==> config.mk <==
export PLATFORM = sky130hd
export DESIGN_NAME = disk_data_fifo
export DESIGN_NICKNAME = d
export VERILOG_FILES = /design/src/rtl/disk_data_fifo.sv
export SDC_FILE = /design/constraint.sdc
export NUM_CORES = 1
export LEC_CHECK = 0
export BUFFER_PORTS_ARGS = -buffer_cell sky130_fd_sc_hd__buf_2
export CAP_MARGIN = 15
export CORE_MARGIN = 3
export CORE_UTILIZATION = 65
export DETAILED_ROUTE_END_ITERATION = 8
export PLACE_DENSITY = 0.85
export REMOVE_ABC_BUFFERS = 1
export SLEW_MARGIN = 20
export SYNTH_ARGS = -nofsm -noshare
export SYNTH_HDL_FRONTEND = slang
export SYNTH_SLANG_ARGS = --single-unit
export TNS_END_PERCENT = 50
==> constraint.sdc <==
create_clock -name clk -period 7.3 [get_ports clk]
set_clock_uncertainty 0.1 [all_clocks]
set_input_delay 2.19 -clock clk [delete_from_list [all_inputs] [get_ports clk]]
set_output_delay 2.19 -clock clk [all_outputs]
set_load 0.03 [all_outputs]
==> src/rtl/disk_data_fifo.sv <==
module disk_data_fifo #(
  parameter int DEPTH        = 16,
  parameter int THR_W        = 4,
  parameter int SECTOR_BYTES = 32
) (
  input  logic             clk,
  input  logic             rst_n,
  input  logic             cfg_wr,
  input  logic             cfg_buf_en,
  input  logic [THR_W-1:0] cfg_thresh,
  input  logic [1:0]       phase,
  input  logic             exec_read,
  input  logic             host_wr,
  input  logic [7:0]       host_wdata,
  input  logic             host_rd,
  output logic [7:0]       host_rdata,
  output logic             rqm,
  output logic             dio,
  output logic             svc_req,
  input  logic             dsk_stb,
  input  logic [7:0]       dsk_wdata,
  output logic [7:0]       dsk_rdata,
  output logic             ovr_flag,
  output logic             udr_flag,
  output logic             crc_go,
  output logic             xfer_end
);
  localparam int CW = $clog2(DEPTH + 1);
  localparam int AW = $clog2(DEPTH);
  localparam int SW = $clog2(SECTOR_BYTES);

  logic [7:0]       mem [DEPTH];
  logic [AW-1:0]    wp, rp;
  logic [CW-1:0]    cnt;
  logic             buf_en;
  logic [THR_W-1:0] thr;
  logic [1:0]       ph_q;
  logic [SW-1:0]    sec;
  logic             ovr, udr, pdone, crc_q;

  logic in_exec, in_cmd, in_res, ph_chg, to_host, x_wr, x_rd;
  assign in_exec = (phase == 2'b01);
  assign in_cmd  = (phase == 2'b00);
  assign in_res  = phase[1];
  assign ph_chg  = (phase != ph_q);
  assign to_host = in_res | (in_exec & exec_read);
  assign x_wr    = in_exec & ~exec_read;
  assign x_rd    = in_exec & exec_read;

  logic [CW-1:0] cap, thr_eff;
  logic empty, full;
  assign cap     = (in_exec && buf_en) ? CW'(DEPTH) : CW'(1);
  assign thr_eff = (thr == '0) ? CW'(1) : CW'(thr);
  assign empty   = (cnt == '0);
  assign full    = (cnt >= cap);

  assign rqm = ~ph_chg & (to_host ? ~empty : (~full & ~ovr & ~udr));
  assign dio = to_host;

  logic host_pop, host_push, stb, udr_evt, pad_stb, far_pop, far_try, far_push, ovr_evt;
  logic pop, push, pad_last;
  assign stb       = dsk_stb & ~ph_chg;
  assign host_pop  = host_rd & rqm & to_host;
  assign udr_evt   = stb & x_wr & ~udr & empty;
  assign host_push = host_wr & rqm & ~to_host & ~udr_evt;
  assign pad_stb   = stb & x_wr & ((udr & ~pdone) | udr_evt);
  assign far_pop   = stb & ~empty & (in_cmd | (x_wr & ~udr));
  assign far_try   = stb & (in_res | (x_rd & ~ovr));
  assign far_push  = far_try & (~full | host_pop);
  assign ovr_evt   = far_try & x_rd & full & ~host_pop;
  assign pop       = host_pop | far_pop;
  assign push      = host_push | far_push;
  assign pad_last  = pad_stb & (sec == SW'(SECTOR_BYTES - 1));

  assign svc_req = in_exec & ~ph_chg &
                   (exec_read ? (~empty & (~buf_en | ((CW'(DEPTH) - cnt) <= thr_eff)))
                              : (~full & ~udr & (~buf_en | (cnt <= thr_eff))));

  assign host_rdata = mem[rp];
  assign dsk_rdata  = (empty | udr) ? 8'h00 : mem[rp];
  assign ovr_flag   = ovr;
  assign udr_flag   = udr;
  assign crc_go     = crc_q;
  assign xfer_end   = (ovr & empty) | pdone;

  always_ff @(posedge clk) begin
    if (push && !ph_chg) mem[wp] <= host_push ? host_wdata : dsk_wdata;
  end

  always_ff @(posedge clk or negedge rst_n) begin
    if (!rst_n) begin
      buf_en <= 1'b0;
      thr    <= '0;
    end else if (cfg_wr) begin
      buf_en <= cfg_buf_en;
      thr    <= cfg_thresh;
    end
  end

  always_ff @(posedge clk or negedge rst_n) begin
    if (!rst_n) begin
      ph_q  <= 2'b00;
      wp    <= '0;
      rp    <= '0;
      cnt   <= '0;
      sec   <= '0;
      ovr   <= 1'b0;
      udr   <= 1'b0;
      pdone <= 1'b0;
      crc_q <= 1'b0;
    end else begin
      ph_q <= phase;
      if (ph_chg) begin
        wp    <= '0;
        rp    <= '0;
        cnt   <= '0;
        sec   <= '0;
        ovr   <= 1'b0;
        udr   <= 1'b0;
        pdone <= 1'b0;
        crc_q <= 1'b0;
      end else begin
        if (push) wp <= (wp == AW'(DEPTH - 1)) ? '0 : wp + 1'b1;
        if (pop)  rp <= (rp == AW'(DEPTH - 1)) ? '0 : rp + 1'b1;
        cnt <= cnt + CW'(push) - CW'(pop);
        if ((far_pop && x_wr) || pad_stb)
          sec <= (sec == SW'(SECTOR_BYTES - 1)) ? '0 : sec + 1'b1;
        if (udr_evt)  udr   <= 1'b1;
        if (ovr_evt)  ovr   <= 1'b1;
        if (pad_last) pdone <= 1'b1;
        crc_q <= pad_last;
      end
    end
  end
endmodule


==> flow_metrics.env, run 1 <==
export IMPL_rsz0062_at_grt="no"
export IMPL_crit_chain="buf_2 > and2b_2 > nand2_1 > ha_1 > and4_2 > a211o_2 > a2111oi_0 > o21ai_0 > nand2_1 > buf_2"
export IMPL_die_area_um2=12300
export IMPL_cts_repair_resized=0
export IMPL_grt_pass1_vias=4227
export IMPL_initialDrtViolationCount=427
export IMPL_maxCapViolations=0
export IMPL_cp_max_fo=9
export IMPL_synth_ff_type="edfxtp_1"
export IMPL_startpoint="phase[1]"
export IMPL_pwr_share_comb_pct=6.4
export IMPL_yosys_area_share_simple_pct=8.16
export IMPL_synth_top_family_by_area="multiplexers"
export IMPL_power_switching_mw=0.457
export IMPL_max_clock_freq_ghz=0.146
export IMPL_clkTransAtPathRegs_ps=70
export IMPL_p_seq_share_pct=49.0
export IMPL_initial_core_util_pct=68.2
export IMPL_rows=37
export IMPL_cts_tree="built"
export IMPL_rr_startpoint="cnt[1]"
export IMPL_start_kind="input port"
export IMPL_totalPowerFinal_mw=2.01
export IMPL_postCtsHoldBufs=0
export IMPL_p_sw_share_pct=22.7
export IMPL_cts_buffers=17
export IMPL_drt_wl_total_mm=15.2
export IMPL_crit_slowest_cell="a2111oi_0"
export IMPL_crit_type="in2out"
export IMPL_cp_end_kind="output pin"
export IMPL_clockBufferDepth=2
export IMPL_fin_crit_sh_pct=93.7
export IMPL_syn_avg_cell_area_um2=16.3
export IMPL_synth_compound_area_share_pct=5.06
export IMPL_grt_max_degree=37
export IMPL_cp_top_family="compound AO/OA/AOI/OAI gates"
export IMPL_yosys_area_top_type="edfxtp_1"
export IMPL_final_cell_count_no_fill=643
export IMPL_synthToLayoutAreaGrowth_pct=13.1
export IMPL_fp_dieH_um=111
export IMPL_portBuffers=52
export IMPL_synth_edf_count=128
export IMPL_gp_congestion=0.816
export IMPL_fin_crit_ps=6840
export IMPL_path_buf_inv=2
export IMPL_synthTopCellsByArea="edfxtp_1, mux4_2, dfrtp_1"
export IMPL_ys_seq_area_share_pct=63.8
export IMPL_setup_viol=0
export IMPL_grtUsageTotal_pct=26.3
export IMPL_worstMarginPinSlew_ps=972
export IMPL_hp_start="pdone"
export IMPL_hp_class="reg2reg"
export IMPL_dpl_worst_slack_ps=503
export IMPL_yosysUniqueCellTypes=57
export IMPL_yosysTopAreaCellShare_pct=53.7
export IMPL_report_final_slew_viol_count=0
export IMPL_multi_input_area_um2=2400
export IMPL_synthAdderAreaFrac_pct=4.82
export IMPL_synthArstFlopShare_pct=18.5
export IMPL_antenna_found_initial=1
export IMPL_hold_viol=0
export IMPL_ys_seq_elements=157
export IMPL_cp_data_required_time_ps=5010
export IMPL_ios=53
export IMPL_postRouteAntennaNets=0
export IMPL_cts_root_buffer="clkbuf_8"
export IMPL_cts_sinks=157
export IMPL_yosysWarnings=0
export IMPL_drtPass1Iterations=5
export IMPL_die_w_um=111
export IMPL_slew_headroom_pct=35.0
export IMPL_muxShareOfSynthArea_pct=14.6
export IMPL_grt_pass1_wl_mm=24.1
export IMPL_arrival_ps=4550
export IMPL_remaining_drc_errors=0
export IMPL_overflow=0
export IMPL_insertion_delay_ps=530
export IMPL_htreeDepth=4
export IMPL_place_hpwl_mm=9.39
export IMPL_wl_per_cell_um=23.7
export IMPL_synthesis_area_um2=7160
export IMPL_p_leak_nw=3.01
export IMPL_final_nets=552
export IMPL_slowest_delay_ps=450
export IMPL_status="finished, final reports clean"
export IMPL_fin_setup_tns_ps=0
export IMPL_regArea_um2=4570
export IMPL_num_antenna_cells=0
export IMPL_fillers=578
export IMPL_postCtsSetupRepairBufs=0
export IMPL_p_int_mw=1.55
export IMPL_synth_xor_area_share_pct=0.856
export IMPL_vias=4090
export IMPL_max_vdd_ir_drop_mv=0.177
export IMPL_setup_ws_ps=457
export IMPL_drive_gt1_share_pct=31.8
export IMPL_dpl_cell_count=612
export IMPL_viasPerCell=6.36
export IMPL_synth_cells=440
export IMPL_p_clk_share_pct=44.6
export IMPL_powerDensity_nw_per_um2=248
export IMPL_core_um2=10500
## metal layers
| metal | track usage (%) | vias up | share of wire (%) |
|---|---|---|---|
| met5 | 0 | - | 0.092 |
| met4 | 8.21 | 2 | 1.7 |
| met3 | 6.00 | 28 | 6.4 |
| met2 | 42.5 | 177 | 51 |
| met1 | 36.2 | 2068 | 41 |
| li1 | - | 1815 | - |
## cells in the final DEF, fill, tap and decap left out, types with 4 or more instances in the layout
cell type | netlist | routed
edfxtp_1 | 128 | 128
buf_2 | 5 | 52
mux4_2 | 40 | 40
dfrtp_1 | 29 | 28
ha_1 | 26 | 26
inv_1 | 21 | 21
nor2_1 | 21 | 21
nand2_1 | 18 | 18
o21ai_0 | 18 | 18
clkbuf_16 | 0 | 16
a21oi_1 | 13 | 13
and2_1 | 13 | 13
mux2_2 | 10 | 10
and3_1 | 9 | 9
and3_2 | 8 | 8
nor2b_1 | 7 | 7
xnor2_1 | 5 | 5
nand3_1 | 4 | 4
or3_1 | 4 | 4
a22o_1 | 4 | 4
inv_6 | 0 | 4
## layout make-up
type,instances,area share [%]
Clock inverter,14,2.30
Clock buffer,17,5.11
Inverter,22,1.02
Multi-Input combinational cell,242,29.6
Sequential cell,157,56.4
Tap cell,136,2.10
Timing Repair Buffer,55,3.49
## stage by stage
stage | area (um^2) | utilization (%) | hold WS [ps]
2_1_floorplan | 7050 | - | 374
3_3_place_gp | 7500 | 71.4 | 395
3_5_place_dp | 7500 | 71.4 | 408
4_1_cts | 8100 | 77.1 | 424
5_1_grt | 8100 | 77.1 | 445
6_report | 8100 | 77.1 | 426
## registers in the layout, indices dropped and copies added, names as in the netlist
register / flops
cnt: 5
mem: 128
buf_en: 1
pdone: 1
rp: 4
ph_q: 2
crc_go: 1
udr_flag: 1
ovr_flag: 1
thr: 4
sec: 5
wp: 4
## final timing paths
kind                           end  slack (ps)  cells past startpoint
setup / recovery           svc_req         460                     10
hold / removal               pdone         430                      1
setup reg to reg            cnt[4]        2870                     19
hold reg to reg              pdone         430                      1
max in group asynchronous    rp[0]        5000                      1
min in group asynchronous   cnt[4]        1600                      1
## power groups by stage
stage / clock network [mW] / logic (mW) / registers [mW]
2_1_floorplan: 0 / 0.0825 / 1.00
4_1_cts: 0.902 / 0.128 / 0.985
3_5_place_dp: 0 / 0.126 / 1.00
5_1_grt: 0.942 / 0.142 / 0.985
3_3_place_gp: 0 / 0.119 / 1.00
6_report: 0.895 / 0.128 / 0.985
## Yosys cell counts, drive strengths merged (3+ instances only)
cell type	count
o211ai	3
inv	22
dfrtp	29
a21oi	14
nand2	19
mux2i	3
nor2b	7
or3	5
and3	17
edfxtp	128
nand3	4
a22o	4
o21ai	18
mux4	40
nor2	21
buf	10
ha	26
mux2	10
and2	14
xnor2	5
clkbuf	9
## cells by family (layout without fill, tap and decap cells)
group,count (synthesis),in the layout
AOI/OAI and AO/OA,52,52
muxes,53,53
xor gates and xnor gates,7,7
DFF,157,157
and+or+nand+nor,103,103
adders and majority gates,27,27
buffers and inverters,41,108
No activity file was read; power rests on OpenSTA's default activity.
==> inputs of run 2 (changes only) <==
--- a/config.mk
+++ b/config.mk
@@ -10,10 +10,8 @@
 export CORE_MARGIN = 3
 export CORE_UTILIZATION = 65
 export DETAILED_ROUTE_END_ITERATION = 8
-export PLACE_DENSITY = 0.85
-export REMOVE_ABC_BUFFERS = 1
+export PLACE_DENSITY = 0.81
 export SLEW_MARGIN = 20
 export SYNTH_ARGS = -nofsm -noshare
 export SYNTH_HDL_FRONTEND = slang
 export SYNTH_SLANG_ARGS = --single-unit
-export TNS_END_PERCENT = 50
==> run 2 against run 1 <==
Critical path depth did not move. Via count fell by 1.3%. First-iteration DRC count fell by 26%. Sequential power barely moved. Combinational power barely moved. Critical endpoint unchanged.
==> flow_metrics.env, run 2 (synthesized netlist as in run 1, its figures left out) <==
export IMPL_status="finished, final reports clean"
export IMPL_grt_pass1_vias=4053
export IMPL_rows=37
export IMPL_maxCapViolations=0
export IMPL_grtUsageTotal_pct=24.2
export IMPL_syn_nets=497
export IMPL_regMostFlops="mem"
export IMPL_place_hpwl_mm=9.04
export IMPL_cp_max_fo=9
export IMPL_overflow=0
export IMPL_wl_per_cell_um=21.8
export IMPL_htreeDepth=4
export IMPL_worstMarginPinSlew_ps=1060
export IMPL_max_vdd_ir_drop_mv=0.215
export IMPL_fin_crit_ps=6810
export IMPL_gp_congestion=0.855
export IMPL_postCtsHoldBufs=0
export IMPL_postRouteAntennaNets=0
export IMPL_crit_chain="buf_2 > and2b_2 > nand2_1 > ha_1 > and4_2 > a211o_2 > a2111oi_0 > o21ai_0 > nand2_1 > buf_2"
export IMPL_layout_common_cells="edfxtp_1, buf_2, mux4_2, dfrtp_1, ha_1"
export IMPL_ios=53
export IMPL_hold_viol=0
export IMPL_slew_headroom_pct=29.1
export IMPL_fin_setup_tns_ps=0
export IMPL_largest_registers="mem: 128 flops, cnt: 5 flops, sec: 5 flops"
export IMPL_start_kind="input port"
export IMPL_drt_wl_total_mm=14.1
export IMPL_vias=4036
export IMPL_initial_core_util_pct=68.2
export IMPL_postCtsSetupRepairBufs=0
export IMPL_synthToLayoutAreaGrowth_pct=12.8
export IMPL_fillers=568
export IMPL_crit_slowest_cell="a2111oi_0"
export IMPL_insertion_delay_ps=520
export IMPL_max_clock_freq_ghz=0.147
export IMPL_powerDensity_nw_per_um2=243
export IMPL_initialDrtViolationCount=316
export IMPL_num_antenna_cells=0
export IMPL_cp_data_required_time_ps=5010
export IMPL_p_leak_nw=3.01
export IMPL_cts_tree="built"
export IMPL_portBuffers=52
export IMPL_grt_max_degree=37
export IMPL_core_um2=10500
export IMPL_hp_class="reg2reg"
export IMPL_drive_gt1_share_pct=31.9
export IMPL_cts_buffers=17
export IMPL_setup_viol=0
export IMPL_cp_end_kind="output pin"
export IMPL_cts_root_buffer="clkbuf_8"
export IMPL_arrival_ps=4520
export IMPL_clockBufferDepth=2
export IMPL_fp_dieH_um=111
export IMPL_slowest_delay_ps=490
export IMPL_mostFrequentLayoutCell="edfxtp_1"
export IMPL_report_final_slew_viol_count=0
export IMPL_crit_type="in2out"
export IMPL_cts_sinks=157
export IMPL_grt_pass1_wl_mm=22.4
export IMPL_fin_crit_sh_pct=93.3
export IMPL_viasPerCell=6.27
export IMPL_clkTransAtPathRegs_ps=70
export IMPL_totalPowerFinal_mw=1.97
export IMPL_antenna_found_initial=0
export IMPL_final_nets=552
export IMPL_worst_hold_slack_ps=407
export IMPL_remaining_drc_errors=0
export IMPL_die_area_um2=12300
export IMPL_drtPass1Iterations=4
export IMPL_rsz0062_at_grt="no"
export IMPL_largest_register_ffs=128
export IMPL_cts_repair_resized=0
export IMPL_die_w_um=111
==> run 2: through the flow <==
stage | instance area [um^2] | worst slack, ps | util, % | cells
5_1_grt | 8080 | 357 | 76.9 | 644
3_5_place_dp | 7500 | 547 | 71.4 | 612
6_report | 8080 | 491 | 76.9 | 644
3_3_place_gp | 7500 | 624 | 71.4 | 612
2_1_floorplan | 7160 | 938 | - | 440
4_1_cts | 8080 | 541 | 76.9 | 644
==> run 2: routing by layer <==
metal | part of all wire [%] | global-route usage, % | routed length [um]
met1 | 42 | 34.2 | 5920
met2 | 48 | 37.7 | 6780
met3 | 7.0 | 5.46 | 985
met4 | 2.6 | 8.87 | 371
met5 | 0 | 0 | 0
==> run 2: worst max-delay path, delay by kind of cell <==
family	cells	cell delay (ps)
and+or+nand+nor	4	680
buffers and inverters	2	340
AOI/OAI and AO/OA	3	1000
adders and majority gates	1	320
==> run 2: layout make-up <==
cell class / count / area [um^2] / area share, %
flip-flops and latches: 157 / 4570 / 56.6
multi-input cells: 242 / 2400 / 29.7
clock buffers: 17 / 414 / 5.13
repair buffers: 55 / 283 / 3.50
well taps: 136 / 170 / 2.11
clock inverters: 15 / 163 / 2.01
inverters: 22 / 82.6 / 1.02
==> run 2: worst paths after layout <==
check                          from  endpoint  slack, ps  depth (start not counted)
max                        phase[1]   svc_req        490                         10
min                           pdone     pdone        410                          1
max reg2reg                  cnt[1]    cnt[4]       2740                         19
min reg2reg                   pdone     pdone        410                          1
max in group asynchronous     rst_n     rp[0]       5020                          1
min in group asynchronous     rst_n    crc_go       1600                          1
==> run 2: power breakdown <==
group          internal (mW)  switching [mW]  leakage [nW]  total, mW
combinational         0.0457          0.0829          1.19      0.129
sequential             0.979         0.00576          1.54      0.985
clock                  0.493           0.361         0.282      0.854
==> inputs of run 3 (changes only) <==
==> constraint.sdc (replaced) <==
create_clock -name clk -period 8.18 [get_ports clk]
set_clock_uncertainty 0.1 [all_clocks]
set_input_delay 2.454 -clock clk [delete_from_list [all_inputs] [get_ports clk]]
set_output_delay 2.454 -clock clk [all_outputs]
set_load 0.03 [all_outputs]
==> run 3 against run 2 <==
Flip-flop and latch count unchanged. Hold slack improved by 16 ps. Largest cell class unchanged. Clock-buffer cell count increased by 1. Cell area decreased by 0.37%.
==> flow_metrics.env, run 3 (synthesized netlist as in run 1, its figures left out) <==
export IMPL_status="finished, final reports clean"
export IMPL_cts_buffers=17
export IMPL_die_w_um=111
export IMPL_grt_pass1_vias=4146
export IMPL_crit_type="in2out"
export IMPL_clockBufferDepth=2
export IMPL_insertion_delay_ps=510
export IMPL_rows=37
export IMPL_grtUsageTotal_pct=25.9
export IMPL_core_um2=10500
export IMPL_postCtsSetupRepairBufs=0
export IMPL_ios=53
export IMPL_cts_repair_resized=0
export IMPL_cts_root_buffer="clkbuf_8"
export IMPL_num_antenna_cells=0
export IMPL_drtPass1Iterations=5
export IMPL_overflow=0
export IMPL_grt_max_degree=38
export IMPL_fillers=573
export IMPL_fin_crit_sh_pct=90.6
export IMPL_largest_register_ffs=128
export IMPL_fin_setup_tns_ps=0
export IMPL_wl_per_cell_um=23.5
export IMPL_cp_top_family="compound AO/OA/AOI/OAI gates"
export IMPL_crit_chain="buf_2 > and2b_2 > nand2_1 > ha_1 > and4_2 > a211o_2 > a2111oi_0 > o21ai_0 > nand2_1 > buf_2"
export IMPL_htreeDepth=4
export IMPL_maxCapViolations=0
export IMPL_viasPerCell=6.40
export IMPL_initial_core_util_pct=68.2
export IMPL_dpl_worst_slack_ps=835
export IMPL_setup_ws_ps=769
export IMPL_largest_registers="mem: 128 flops, cnt: 5 flops, sec: 5 flops"
export IMPL_mostFrequentLayoutCell="edfxtp_1"
export IMPL_fin_crit_ps=7410
export IMPL_antenna_found_initial=0
export IMPL_place_hpwl_mm=9.38
export IMPL_fp_dieH_um=111
export IMPL_cts_sinks=157
export IMPL_postCtsHoldBufs=0
export IMPL_hp_class="reg2reg"
export IMPL_slowest_delay_ps=550
export IMPL_vias=4117
export IMPL_clkTransAtPathRegs_ps=70
export IMPL_powerDensity_nw_per_um2=215
export IMPL_regMostFlops="mem"
export IMPL_max_vdd_ir_drop_mv=0.142
export IMPL_cp_end_kind="output pin"
export IMPL_slew_headroom_pct=28.9
export IMPL_report_final_slew_viol_count=0
export IMPL_synthToLayoutAreaGrowth_pct=12.4
export IMPL_postRouteAntennaNets=0
export IMPL_portBuffers=52
export IMPL_start_kind="input port"
export IMPL_arrival_ps=4860
export IMPL_final_nets=551
export IMPL_drive_gt1_share_pct=31.4
export IMPL_initialDrtViolationCount=456
export IMPL_worstMarginPinSlew_ps=1060
export IMPL_cp_data_required_time_ps=5630
export IMPL_syn_nets=497
export IMPL_remaining_drc_errors=0
export IMPL_cts_tree="built"
export IMPL_path_buf_inv=2
export IMPL_grt_pass1_wl_mm=24.0
export IMPL_die_area_um2=12300
export IMPL_max_clock_freq_ghz=0.135
export IMPL_setup_viol=0
export IMPL_crit_slowest_cell="a2111oi_0"
export IMPL_layout_common_cells="edfxtp_1, buf_2, mux4_2, dfrtp_1, ha_1"
export IMPL_cp_max_fo=9
export IMPL_hold_viol=0
export IMPL_gp_congestion=0.831
export IMPL_p_leak_nw=2.98
export IMPL_drt_wl_total_mm=15.1
export IMPL_rsz0062_at_grt="no"
run 3: changes by cell type in the layout (fill, tap and decap cells not counted), sizes merged:
cell | previous run | this run
clkbuf | 17 | 18
inv | 28 | 27
buf | 55 | 54
bufinv | 2 | 1
clkinvlp | 2 | 3
run 3: final timing paths:
check	from	endpoint	slack (ps)	cells after the start
worst max register to register	cnt[1]	cnt[4]	3700	19
worst min-delay path	thr[0]	thr[0]	420	1
worst max-delay path	phase[1]	svc_req	770	10
worst min register to register	thr[0]	thr[0]	420	1
max in group asynchronous	rst_n	rp[0]	5650	1
min in group asynchronous	rst_n	crc_go	1860	1
run 3: stage by stage:
step	area, um^2	total power, mW	hold slack, ps	std cells	util [%]
2_1_floorplan	7160	0.974	374	440	-
3_3_place_gp	7500	1.00	396	611	71.3
3_5_place_dp	7500	1.01	409	611	71.3
4_1_cts	8050	1.74	423	643	76.6
5_1_grt	8050	1.78	435	643	76.6
6_report	8050	1.73	423	643	76.6
run 3: worst reg2reg max path: stages, from the launching register on:
cell and delay [ps]:
dfrtp_1 440, inv_1 150, ha_1 240, and2_1 160, ha_1 290, nor2b_1 180, or2b_1 290, o21ai_0 350
and2_1 580, inv_1 120, ha_1 300, inv_1 40, ha_1 180, inv_1 70, fa_1 200, nor2_1 50
nor2_1 80, nor2_1 50, or3_1 340, a21oi_1 160
run 3: metal layers:
| layer | track usage (%) | wire [um] | vias to the layer above |
|---|---|---|---|
| met5 | 0 | 0 | - |
| met1 | 37.7 | 6300 | 2062 |
| met3 | 4.53 | 1080 | 25 |
| met4 | 8.87 | 240 | 0 |
| met2 | 40.5 | 7510 | 217 |
| li1 | - | - | 1813 |
run 3: where the power goes:
part / switching (mW) / internal [mW] / leakage (nW)
logic: 0.0747 / 0.0402 / 1.18
registers: 0.00498 / 0.874 / 1.54
clock network: 0.329 / 0.410 / 0.264
total: 0.409 / 1.32 / 2.98
run 3: layout make-up:
cell class	count	area (um^2)	area share (%)
Tap cell	136	170	2.11
Multi-Input combinational cell	242	2400	29.8
Timing Repair Buffer	54	275	3.42
Inverter	22	82.6	1.03
Clock buffer	18	418	5.19
Sequential cell	157	4570	56.8
Clock inverter	14	136	1.69
